## src/rtl/sarc_pkg.sv

```systemverilog
package sarc_pkg;

  typedef enum logic [1:0] {
    PW_READY = 2'd0,
    PW_CONV  = 2'd1,
    PW_SLEEP = 2'd2,
    PW_WAKE  = 2'd3
  } pwr_state_e;

  // Index of the code bit presented after a given number of serial falls.
  function automatic int unsigned frame_bit(input logic busy_frame,
                                            input int unsigned falls,
                                            input int unsigned width);
    int unsigned top;
    top = busy_frame ? width : width - 1;
    if (falls > top) return 0;
    return top - falls;
  endfunction

  // Serial fall count that ends a frame and releases the line.
  function automatic int unsigned frame_last(input logic busy_frame,
                                             input int unsigned width);
    return busy_frame ? width + 1 : width;
  endfunction

endpackage

```

## src/rtl/sarc_sync.sv

```systemverilog
module sarc_sync #(
  parameter int W = 3,
  parameter int STAGES = 2,
  parameter logic [W-1:0] IDLE_VAL = '0
) (
  input  logic         clk,
  input  logic         rst_n,
  input  logic [W-1:0] async_in,
  output logic [W-1:0] lvl,
  output logic [W-1:0] tgl
);
  logic [W-1:0] stage_q [STAGES];
  logic [W-1:0] prev_q;

  generate
    for (genvar s = 0; s < STAGES; s++) begin : g_stage
      always_ff @(posedge clk or negedge rst_n) begin
        if (!rst_n) stage_q[s] <= IDLE_VAL;
        else if (s == 0) stage_q[s] <= async_in;
        else stage_q[s] <= stage_q[(s == 0) ? 0 : s-1];
      end
    end
  endgenerate

  always_ff @(posedge clk or negedge rst_n) begin
    if (!rst_n) prev_q <= IDLE_VAL;
    else prev_q <= stage_q[STAGES-1];
  end

  assign lvl = stage_q[STAGES-1];
  assign tgl = stage_q[STAGES-1] ^ prev_q;
endmodule

```

## src/rtl/sarc_conv_ctrl.sv

```systemverilog
module sarc_conv_ctrl
  import sarc_pkg::*;
#(
  parameter int CODE_W = 12,
  parameter int CONV_CYC = 33,
  parameter int PU_CYC = 5000
) (
  input  logic              clk,
  input  logic              rst_n,
  input  logic              conv_lvl,
  input  logic              conv_fall,
  input  logic              conv_rise,
  input  logic              cs_lvl,
  input  logic              srst_armed,
  input  logic [CODE_W-1:0] core_code,
  output logic              eoc,
  output logic              eoc_busy,
  output logic              srst_exec,
  output logic [CODE_W-1:0] result,
  output logic              valid,
  output logic              active,
  output logic              sleeping
);
  localparam int MAXC = (CONV_CYC > PU_CYC) ? CONV_CYC : PU_CYC;
  localparam int CNT_W = $clog2(MAXC + 1);
  localparam logic [CNT_W-1:0] CONV_LAST = CNT_W'(CONV_CYC - 1);
  localparam logic [CNT_W-1:0] WAKE_LAST = CNT_W'(PU_CYC - 1);

  pwr_state_e st_q, st_d;
  logic [CNT_W-1:0] cnt_q, cnt_d;
  logic seen_cmd_q;

  assign eoc       = (st_q == PW_CONV) && (cnt_q == CONV_LAST);
  assign srst_exec = eoc && srst_armed;
  assign eoc_busy  = eoc && !srst_armed && !cs_lvl;
  assign active    = (st_q == PW_CONV);
  assign sleeping  = (st_q == PW_SLEEP) || (st_q == PW_WAKE);

  always_comb begin
    st_d  = st_q;
    cnt_d = cnt_q;
    unique case (st_q)
      PW_READY: if (conv_fall) begin st_d = PW_CONV; cnt_d = '0; end
      PW_CONV: begin
        if (eoc) begin
          cnt_d = '0;
          st_d  = (!srst_armed && !conv_lvl) ? PW_SLEEP : PW_READY;
        end else cnt_d = cnt_q + 1'b1;
      end
      PW_SLEEP: if (conv_rise) begin st_d = PW_WAKE; cnt_d = '0; end
      PW_WAKE: begin
        if (cnt_q == WAKE_LAST) begin st_d = PW_READY; cnt_d = '0; end
        else cnt_d = cnt_q + 1'b1;
      end
      default: st_d = PW_READY;
    endcase
  end

  always_ff @(posedge clk or negedge rst_n) begin
    if (!rst_n) begin
      st_q       <= PW_READY;
      cnt_q      <= '0;
      result     <= '0;
      valid      <= 1'b0;
      seen_cmd_q <= 1'b0;
    end else begin
      st_q  <= st_d;
      cnt_q <= cnt_d;
      if (srst_exec) begin
        result     <= '0;
        valid      <= 1'b0;
        seen_cmd_q <= 1'b1;
      end else if (eoc) begin
        result <= core_code;
        valid  <= seen_cmd_q;
      end
    end
  end

  AST_SLEEP_AFTER_EOC: assert property (@(posedge clk) disable iff (!rst_n)
    $rose(sleeping) |-> $past(eoc));
  AST_WAKE_NO_START: assert property (@(posedge clk) disable iff (!rst_n)
    (st_q == PW_WAKE) |=> (st_q != PW_CONV));
  AST_CONV_BOUNDED: assert property (@(posedge clk) disable iff (!rst_n)
    active |-> (cnt_q <= CONV_LAST));
  AST_CMD_CLEARS: assert property (@(posedge clk) disable iff (!rst_n)
    srst_exec |=> (result == '0) && !valid && !sleeping);
endmodule

```

## src/rtl/sarc_serial.sv

```systemverilog
module sarc_serial
  import sarc_pkg::*;
#(
  parameter int CODE_W = 12,
  parameter int ARM_LO = 2,
  parameter int ARM_HI = 8
) (
  input  logic              clk,
  input  logic              rst_n,
  input  logic              cs_lvl,
  input  logic              cs_fall,
  input  logic              cs_rise,
  input  logic              sclk_fall,
  input  logic              conv_active,
  input  logic              eoc_busy,
  input  logic              srst_exec,
  input  logic [CODE_W-1:0] result,
  output logic              sdo_oe,
  output logic              sdo_bit,
  output logic              srst_armed
);
  localparam int NF_W = $clog2(CODE_W + 3);
  localparam int IDX_W = (CODE_W > 1) ? $clog2(CODE_W) : 1;
  localparam logic [NF_W-1:0] NF_MAX = '1;

  logic [NF_W-1:0] nfall_q;
  logic            busy_frame_q;
  logic [NF_W-1:0] nfall_inc;
  logic            frame_done;
  logic            in_window;
  logic [IDX_W-1:0] bit_idx;

  assign nfall_inc  = (nfall_q == NF_MAX) ? nfall_q : nfall_q + 1'b1;
  assign frame_done = (int'(nfall_inc) == int'(frame_last(busy_frame_q, CODE_W)));
  assign in_window  = (int'(nfall_q) >= ARM_LO) && (int'(nfall_q) <= ARM_HI);
  assign bit_idx    = IDX_W'(frame_bit(busy_frame_q, int'(nfall_q), CODE_W));

  always_ff @(posedge clk or negedge rst_n) begin
    if (!rst_n) begin
      sdo_oe       <= 1'b0;
      busy_frame_q <= 1'b0;
      nfall_q      <= '0;
      srst_armed   <= 1'b0;
    end else begin
      if (srst_exec) srst_armed <= 1'b0;
      else if (cs_rise && in_window) srst_armed <= 1'b1;

      if (srst_exec) begin
        sdo_oe       <= 1'b0;
        busy_frame_q <= 1'b0;
        nfall_q      <= '0;
      end else if (eoc_busy) begin
        sdo_oe       <= 1'b1;
        busy_frame_q <= 1'b1;
        nfall_q      <= '0;
      end else if (cs_rise) begin
        sdo_oe <= 1'b0;
      end else if (cs_fall) begin
        nfall_q <= '0;
        if (!conv_active) begin
          sdo_oe       <= 1'b1;
          busy_frame_q <= 1'b0;
        end
      end else if (sclk_fall && !cs_lvl) begin
        nfall_q <= nfall_inc;
        if (frame_done) sdo_oe <= 1'b0;
      end
    end
  end

  always_comb begin
    sdo_bit = 1'b0;
    if (sdo_oe && !(busy_frame_q && nfall_q == '0)) sdo_bit = result[bit_idx];
  end

  AST_CS_RISE_RELEASES: assert property (@(posedge clk) disable iff (!rst_n)
    cs_rise |=> !sdo_oe);
  AST_FRAME_BOUND: assert property (@(posedge clk) disable iff (!rst_n)
    sdo_oe |-> (int'(nfall_q) <= CODE_W));
  AST_ARM_WINDOW: assert property (@(posedge clk) disable iff (!rst_n)
    $rose(srst_armed) |-> $past(cs_rise) && (int'($past(nfall_q)) >= ARM_LO)
                          && (int'($past(nfall_q)) <= ARM_HI));
  AST_IDLE_LINE_LOW: assert property (@(posedge clk) disable iff (!rst_n)
    !sdo_oe |-> !sdo_bit);
endmodule

```

## src/rtl/sar_ctl_serial.sv

```systemverilog
module sar_ctl_serial #(
  parameter int CODE_W = 12,
  parameter int CONV_CYC = 33,
  parameter int PU_CYC = 5000,
  parameter int SYNC_STAGES = 2
) (
  input  logic              clk,
  input  logic              rst_n,
  input  logic              conv_n,
  input  logic              cs_n,
  input  logic              sclk,
  input  logic [CODE_W-1:0] core_code,
  output logic              sdo_oe,
  output logic              sdo_bit,
  output logic              conv_active,
  output logic              pd_state,
  output logic              res_valid
);
  localparam int PIN_CONV = 0;
  localparam int PIN_CS   = 1;
  localparam int PIN_SCLK = 2;

  logic [2:0] pin_lvl, pin_tgl;
  logic conv_fall, conv_rise, cs_fall, cs_rise, sclk_fall;
  logic eoc, eoc_busy, srst_exec, srst_armed;
  logic [CODE_W-1:0] result;

  sarc_sync #(.W(3), .STAGES(SYNC_STAGES), .IDLE_VAL(3'b011)) u_sync (
    .clk(clk), .rst_n(rst_n),
    .async_in({sclk, cs_n, conv_n}),
    .lvl(pin_lvl), .tgl(pin_tgl)
  );

  assign conv_fall = pin_tgl[PIN_CONV] && !pin_lvl[PIN_CONV];
  assign conv_rise = pin_tgl[PIN_CONV] &&  pin_lvl[PIN_CONV];
  assign cs_fall   = pin_tgl[PIN_CS]   && !pin_lvl[PIN_CS];
  assign cs_rise   = pin_tgl[PIN_CS]   &&  pin_lvl[PIN_CS];
  assign sclk_fall = pin_tgl[PIN_SCLK] && !pin_lvl[PIN_SCLK];

  sarc_conv_ctrl #(.CODE_W(CODE_W), .CONV_CYC(CONV_CYC), .PU_CYC(PU_CYC)) u_conv (
    .clk(clk), .rst_n(rst_n),
    .conv_lvl(pin_lvl[PIN_CONV]), .conv_fall(conv_fall), .conv_rise(conv_rise),
    .cs_lvl(pin_lvl[PIN_CS]), .srst_armed(srst_armed), .core_code(core_code),
    .eoc(eoc), .eoc_busy(eoc_busy), .srst_exec(srst_exec),
    .result(result), .valid(res_valid), .active(conv_active), .sleeping(pd_state)
  );

  sarc_serial #(.CODE_W(CODE_W)) u_ser (
    .clk(clk), .rst_n(rst_n),
    .cs_lvl(pin_lvl[PIN_CS]), .cs_fall(cs_fall), .cs_rise(cs_rise),
    .sclk_fall(sclk_fall), .conv_active(conv_active),
    .eoc_busy(eoc_busy), .srst_exec(srst_exec), .result(result),
    .sdo_oe(sdo_oe), .sdo_bit(sdo_bit), .srst_armed(srst_armed)
  );

  AST_EOC_ONLY_IN_CONV: assert property (@(posedge clk) disable iff (!rst_n)
    eoc |-> conv_active && !pd_state);
endmodule

```

## config.mk

```make
export PLATFORM = sky130hd
export DESIGN_NAME = sar_ctl_serial
export DESIGN_NICKNAME = d
export VERILOG_FILES = /design/src/rtl/sarc_pkg.sv /design/src/rtl/sarc_sync.sv /design/src/rtl/sarc_conv_ctrl.sv /design/src/rtl/sarc_serial.sv /design/src/rtl/sar_ctl_serial.sv
export SDC_FILE = /design/constraint.sdc
export NUM_CORES = 1
export LEC_CHECK = 0
export BUFFER_PORTS_ARGS = -buffer_cell sky130_fd_sc_hd__buf_2
export CAP_MARGIN = 20
export CORE_ASPECT_RATIO = 1.25
export CORE_UTILIZATION = 59
export DETAILED_ROUTE_END_ITERATION = 7
export HOLD_SLACK_MARGIN = 0.12
export PLACE_DENSITY = 0.84
export SLEW_MARGIN = 40
export SYNTH_ARGS = -nofsm -noshare
export SYNTH_HDL_FRONTEND = slang
export SYNTH_HIERARCHICAL = 1
export SYNTH_SLANG_ARGS = --single-unit
```

## constraint.sdc

```tcl
create_clock -name clk -period 3.6 [get_ports clk]
set_input_delay 0.9 -clock clk [delete_from_list [all_inputs] [get_ports clk]]
set_output_delay 0.9 -clock clk [all_outputs]
set_load 0.1 [all_outputs]
```

==> results of run 1 <==
==> synthesized netlist by cell type (2+ instances only) <==
cell	n	share of area, %
nand2b_1	4	0.95
dfstp_2	6	6.0
nor2_1	7	1.0
inv_1	15	2.1
nor3b_1	3	0.85
a21o_1	6	1.7
clkbuf_1	5	0.71
a31oi_1	4	0.95
o22ai_1	3	0.71
or2_2	2	0.47
o21ai_1	7	1.3
nand2_2	2	0.47
and2b_2	2	0.66
buf_4	4	1.1
nand3_1	7	1.3
buf_6	2	0.85
a21oi_1	12	2.3
and3_1	4	0.95
o31ai_1	3	0.85
mux2_2	2	0.85
a211oi_1	4	1.1
xor2_1	7	2.3
o21ai_0	8	1.5
ha_1	8	3.8
and2_2	3	0.85
dfrtp_1	39	37
nand3b_1	14	4.0
nor3_1	9	1.7
nor2b_1	8	1.9
nand2_1	44	6.3
==> through the flow <==
stage          power (µW)  area (µm²)  instances
2_1_floorplan        1110        2650        278
3_3_place_gp         1200        2750        342
3_5_place_dp         1210        2750        342
4_1_cts              1530        2850        350
5_1_grt              1610        2860        350
6_report             1520        2860        350
==> final timing paths <==
path,from,endpoint,slack (ps),cells after the start
max,u_ser/nfall_q[0]$_DFFE_PN0P_,sdo_bit,100,8
min,u_sync/stage_q[5]$_DFF_PN0_,u_sync/lvl[2]$_DFF_PN0_,350,0
max reg2reg,u_conv/cnt_q[0]$_DFFE_PN0P_,u_ser/nfall_q[1]$_DFFE_PN0P_,580,10
min reg2reg,u_sync/stage_q[5]$_DFF_PN0_,u_sync/lvl[2]$_DFF_PN0_,350,0
max in group asynchronous,rst_n,u_ser/nfall_q[1]$_DFFE_PN0P_,2610,1
min in group asynchronous,rst_n,u_conv/cnt_q[1]$_DFFE_PN0P_,590,1
==> metal layers <==
metal,up-vias,share of wire [%]
li1,1007,-
met3,15,3.2
met1,1001,41
met4,0,2.8
met2,37,53
met5,-,0
==> flip-flops by register name, indices dropped and copies added (netlist names), named ones only <==
name,cells
u_ser/busy_frame_q,1
u_conv/seen_cmd_q,1
u_sync/stage_q,3
u_ser/sdo_oe,1
u_conv/result,12
u_ser/nfall_q,4
u_sync/prev_q,3
u_conv/valid,1
u_conv/st_q,1
u_ser/srst_armed,1
u_sync/lvl,3
u_conv/cnt_q,13
==> worst max-delay path, stage by stage (launching register included) <==
cell      delay, ps
dfrtp_2         470
ha_1            250
fa_2            410
nor2b_4         200
a21oi_2          50
o32ai_1         230
o22ai_1         180
a221oi_4        300
buf_12          210
==> cell families (layout without fill, tap and decap cells) <==
group | Yosys count | in the layout | share of synthesized area [%]
AOI/OAI and AO/OA | 62 | 62 | 16.4
xor gates and xnor gates | 8 | 8 | 2.65
adders and majority gates | 9 | 9 | 4.55
buffers and inverters | 29 | 45 | 5.73
DFF | 45 | 45 | 42.9
muxes | 3 | 3 | 1.42
and+or+nand+nor | 122 | 122 | 26.4
==> power breakdown <==
| part | switching (µW) | total, µW | internal (µW) |
|---|---|---|---|
| registers | 72.5 | 624 | 552 |
| clock network | 181 | 318 | 138 |
| logic | 370 | 580 | 211 |
==> cell type report <==
cell class / count / area share, %
multi-input combinational: 204 / 48.1
sequential: 45 / 39.9
timing repair buffer: 21 / 4.29
tap: 56 / 2.45
clock buffer: 5 / 2.41
inverter: 16 / 2.10
clock inverter: 3 / 0.745
==> repair_timing <==
action,in CTS,in global routing
cloned,0,0
resized for setup,2,4
endpoints found under the setup margin,1,1
pin swaps,0,1
==> results.json, run 1 <==
{
  "antenna_found_initial": 0,
  "cts_hold_buf": 0,
  "rows": 26,
  "status": "complete, no violations",
  "syn_inst": 278,
  "yosys_warnings": 6,
  "post-place-ws_ps": 251,
  "detail-route-antenna-nets": 0,
  "setup_ws_ps": 104,
  "design.die.area_mm2": 0.00475,
  "root_buffer": "clkbuf_8",
  "fmax_ghz": 0.286,
  "syn2layout_area_growth_pct": 8.15,
  "layout_commonest_cell": "nand2_1",
  "startpoint_type": "register",
  "synthFlopType": "dfrtp_1",
  "synth-edff-count": 0,
  "gp_congestion": 0.912,
  "clock_path_buffers": 2,
  "tns_ps": 0,
  "worstPathMaxFanout": 8,
  "slew_headroom_pct": 54.1,
  "h-tree-depth": 2,
  "cts_tree": "done",
  "grt_util_all_layers_pct": 23.7,
  "grt.met2_usage_pct": 39.0,
  "use_met3_pct": 5.06,
  "yosysUniqueCellTypes": 64,
  "clock-sinks": 45,
  "synthArstFlopShare_pct": 100,
  "first_pass_iters": 4,
  "grt_pass1_vias": 1903,
  "multiInputGateArea_mm2": 0.00137,
  "clk_pin_slew_ps": 90,
  "leakagePower_uw": 0.00130,
  "post-route-period-util_pct": 97.1,
  "end_kind": "output port",
  "port-buffer-count": 21,
  "finClkSkew_ps": 7.90,
  "insertion_delay_ps": 300,
  "antenna_cells": 0,
  "cts_setup_buffers": 0,
  "cp.required_ps": 2700,
  "syn-cell-area_mm2": 0.00264,
  "rsz0062_at_grt": "no",
  "regArea_mm2": 0.00114,
  "finish.net_count": 319,
  "hold-worst-slack_ps": 354,
  "core_mm2": 0.00420,
  "maxCapViolations": 0,
  "start_util_pct": 62.9,
  "grt_use_met1_pct": 28.2,
  "powerDensity_mw_per_mm2": 533,
  "setup_viol": 0,
  "io_pins": 22,
  "synth.avg_cell_area_um2": 9.50,
  "die_h_um": 76.8,
  "worst_pin_slew_ps": 684,
  "final_cell_mix": "nand2_1, dfrtp_1, buf_2, inv_1, nand3b_1",
  "drive_above_1_share_pct": 22.4,
  "vdd_drop_max_mv": 0.322,
  "wl_um": 5040,
  "grt_pass1_wl_um": 8410,
  "drc": 0,
  "utilization_pct": 68.0,
  "ys_ff_latch": 45,
  "arrival_ps": 2600,
  "cts_buffers": 5,
  "hp-class": "register to register",
  "path_class": "register to output port",
  "dp_hpwl_um": 3540,
  "die_x_um": 61.8,
  "grt_max_degree": 46,
  "vias": 2060,
  "wl_per_cell_um": 14.4,
  "synth_nets": 304,
  "vias_per_cell": 5.89,
  "maxSlewViolCount": 0,
  "nFillCells": 304,
  "overflow": 0,
  "finalHoldViolations": 0,
  "grt-busiest-layer": "met2",
  "drt_iter0_drc": 119,
  "period_needed_ps": 3500,
  "synth_seq_area_share_pct": 42.9
}
Power figures use the tool's default switching activity.
==> inputs of run 2 (changes only) <==
--- a/config.mk
+++ b/config.mk
@@ -7,11 +7,13 @@
 export LEC_CHECK = 0
 export BUFFER_PORTS_ARGS = -buffer_cell sky130_fd_sc_hd__buf_2
 export CAP_MARGIN = 20
+export CELL_PAD_IN_SITES_DETAIL_PLACEMENT = 1
+export CELL_PAD_IN_SITES_GLOBAL_PLACEMENT = 2
 export CORE_ASPECT_RATIO = 1.25
-export CORE_UTILIZATION = 59
+export CORE_UTILIZATION = 38
 export DETAILED_ROUTE_END_ITERATION = 7
 export HOLD_SLACK_MARGIN = 0.12
-export PLACE_DENSITY = 0.84
+export PLACE_DENSITY = 0.85
 export SLEW_MARGIN = 40
 export SYNTH_ARGS = -nofsm -noshare
 export SYNTH_HDL_FRONTEND = slang
==> run 2 against run 1 <==
Net effect: cell count grew 10%; wire length grew 20%; sequential share of layout area shrank 1.2 points; critical path depth is the same; critical endpoint unchanged.
==> results.json, run 2 (synthesized netlist as in run 1, its figures left out) <==
{
  "status": "complete, no violations",
  "multiInputGateArea_mm2": 0.00140,
  "grt_max_degree": 46,
  "layout_commonest_cell": "nand2_1",
  "rr_worst_depth": 11,
  "design.die.area_mm2": 0.00729,
  "start_util_pct": 39.7,
  "h-tree-depth": 2,
  "drt_iter0_drc": 87,
  "drc": 0,
  "stdcell_count": 385,
  "clk_pin_slew_ps": 90,
  "slowest_stage": "dfrtp_2",
  "wl_per_cell_um": 15.7,
  "maxCapViolations": 0,
  "vias_per_cell": 5.42,
  "leakagePower_uw": 0.00132,
  "cts_hold_buf": 0,
  "fmax_ghz": 0.285,
  "end_kind": "output port",
  "dpl_cell_area_mm2": 0.00280,
  "dp_hpwl_um": 4310,
  "syn2layout_area_growth_pct": 11.6,
  "maxSlewViolCount": 0,
  "final_cell_mix": "nand2_1, dfrtp_1, buf_2, inv_1, nand3b_1",
  "vdd_drop_max_mv": 0.256,
  "startpoint_type": "register",
  "die_h_um": 95.2,
  "insertion_delay_ps": 310,
  "port-buffer-count": 21,
  "finalHoldViolations": 0,
  "vias": 2086,
  "cp.required_ps": 2700,
  "gp_congestion": 0.780,
  "grt_pass1_wl_um": 10200,
  "clock-sinks": 45,
  "antenna_found_initial": 0,
  "powerDensity_mw_per_mm2": 525,
  "worstPathMaxFanout": 8,
  "root_buffer": "clkbuf_8",
  "setup_viol": 0,
  "crit_family": "compound AO/OA/AOI/OAI gates",
  "hold_end": "u_sync/lvl[2]$_DFF_PN0_",
  "period_needed_ps": 3510,
  "min_path_cells": 0,
  "fin_total_pwr_uw": 1550,
  "post-route-period-util_pct": 97.4,
  "largestRegisters": "u_conv/cnt_q: 13 flops, u_conv/result: 12 flops, u_ser/nfall_q: 4 flops",
  "arrival_ps": 2610,
  "clock_path_buffers": 2,
  "nFillCells": 770,
  "hp-class": "register to register",
  "cts_tree": "done",
  "io_pins": 22,
  "rows": 33,
  "finClkSkew_ps": 15.1,
  "path_buf_inv": 2,
  "slew_headroom_pct": 55.1,
  "largest_reg_flops": 13,
  "cts_buffers": 5,
  "first_pass_iters": 4,
  "largest_register": "u_conv/cnt_q",
  "worst_pin_slew_ps": 669,
  "die_x_um": 76.6,
  "antenna_cells": 0,
  "grt_pass1_vias": 2179,
  "utilization_pct": 44.3,
  "place_inst": 374,
  "rr_startpoint": "u_conv/cnt_q[0]$_DFFE_PN0P_",
  "path_class": "register to output port",
  "detail-route-antenna-nets": 0,
  "holdCritStartpoint": "u_sync/stage_q[5]$_DFF_PN0_",
  "path_cells": "inv_1 > ha_1 > nor2b_4 > nor2_4 > o31ai_1 > a221o_1 > a221oi_4 > buf_12",
  "regToRegSetupSlack_ps": 730,
  "drive_above_1_share_pct": 24.8,
  "rr_endpoint": "u_ser/nfall_q[1]$_DFFE_PN0P_",
  "core_mm2": 0.00665,
  "grt_util_all_layers_pct": 17.7,
  "finish.net_count": 323,
  "cp_slowest_stage_delay_ps": 450,
  "regArea_mm2": 0.00114,
  "wl_um": 6040,
  "overflow": 0,
  "fin_area_mm2": 0.00295
}
[run 2: how the worst max path moves through the flow]
stage,from,end,slack (ps),cells past startpoint
after CTS,u_ser/nfall_q[2]$_DFFE_PN0P_,sdo_bit,20,8
after detailed placement,u_ser/nfall_q[0]$_DFFE_PN0P_,sdo_bit,200,8
after floorplan,u_ser/nfall_q[0]$_DFFE_PN0P_,sdo_bit,30,6
after global placement,u_ser/nfall_q[0]$_DFFE_PN0P_,sdo_bit,320,8
after global routing,u_ser/nfall_q[2]$_DFFE_PN0P_,sdo_bit,-8,8
final,u_ser/nfall_q[2]$_DFFE_PN0P_,sdo_bit,90,8
[run 2: what timing repair did]
item                       4_1_cts  5_1_grt
setup endpoints to repair        1        1
resized for setup                4        6
pin swaps                        0        3
buffers inserted                 0        3
[run 2: area by class of cell]
class | instances | area share, %
timing repair buffer | 25 | 5.18
clock inverter | 3 | 0.722
multi-input combinational | 204 | 47.4
inverter | 16 | 2.04
sequential | 45 | 38.6
clock buffer | 5 | 2.34
tap | 87 | 3.69
[run 2: layer usage]
metal  part of all wire (%)  up-vias  global-route usage [%]
met3                    1.9        7                    2.78
met5                      0        -                       0
met2                     54       17                    33.9
li1                       -     1009                       -
met1                     42     1053                    19.9
met4                    1.7        0                    5.93
[run 2: metrics by stage]
stage,setup WS [ps],hold WS (ps),setup TNS (ps)
after global placement,322,334,0
after detailed placement,201,336,0
after floorplan,29.7,331,0
final,92.7,352,0
after global routing,-8.10,368,-8.10
after CTS,15.2,357,0
[run 2: where the power goes]
part / leakage (µW) / switching [µW] / internal (µW) / total [µW]
Sequential: 0.000521 / 73.4 / 552 / 625
Clock: 0.0000445 / 182 / 138 / 320
Combinational: 0.000756 / 386 / 217 / 603
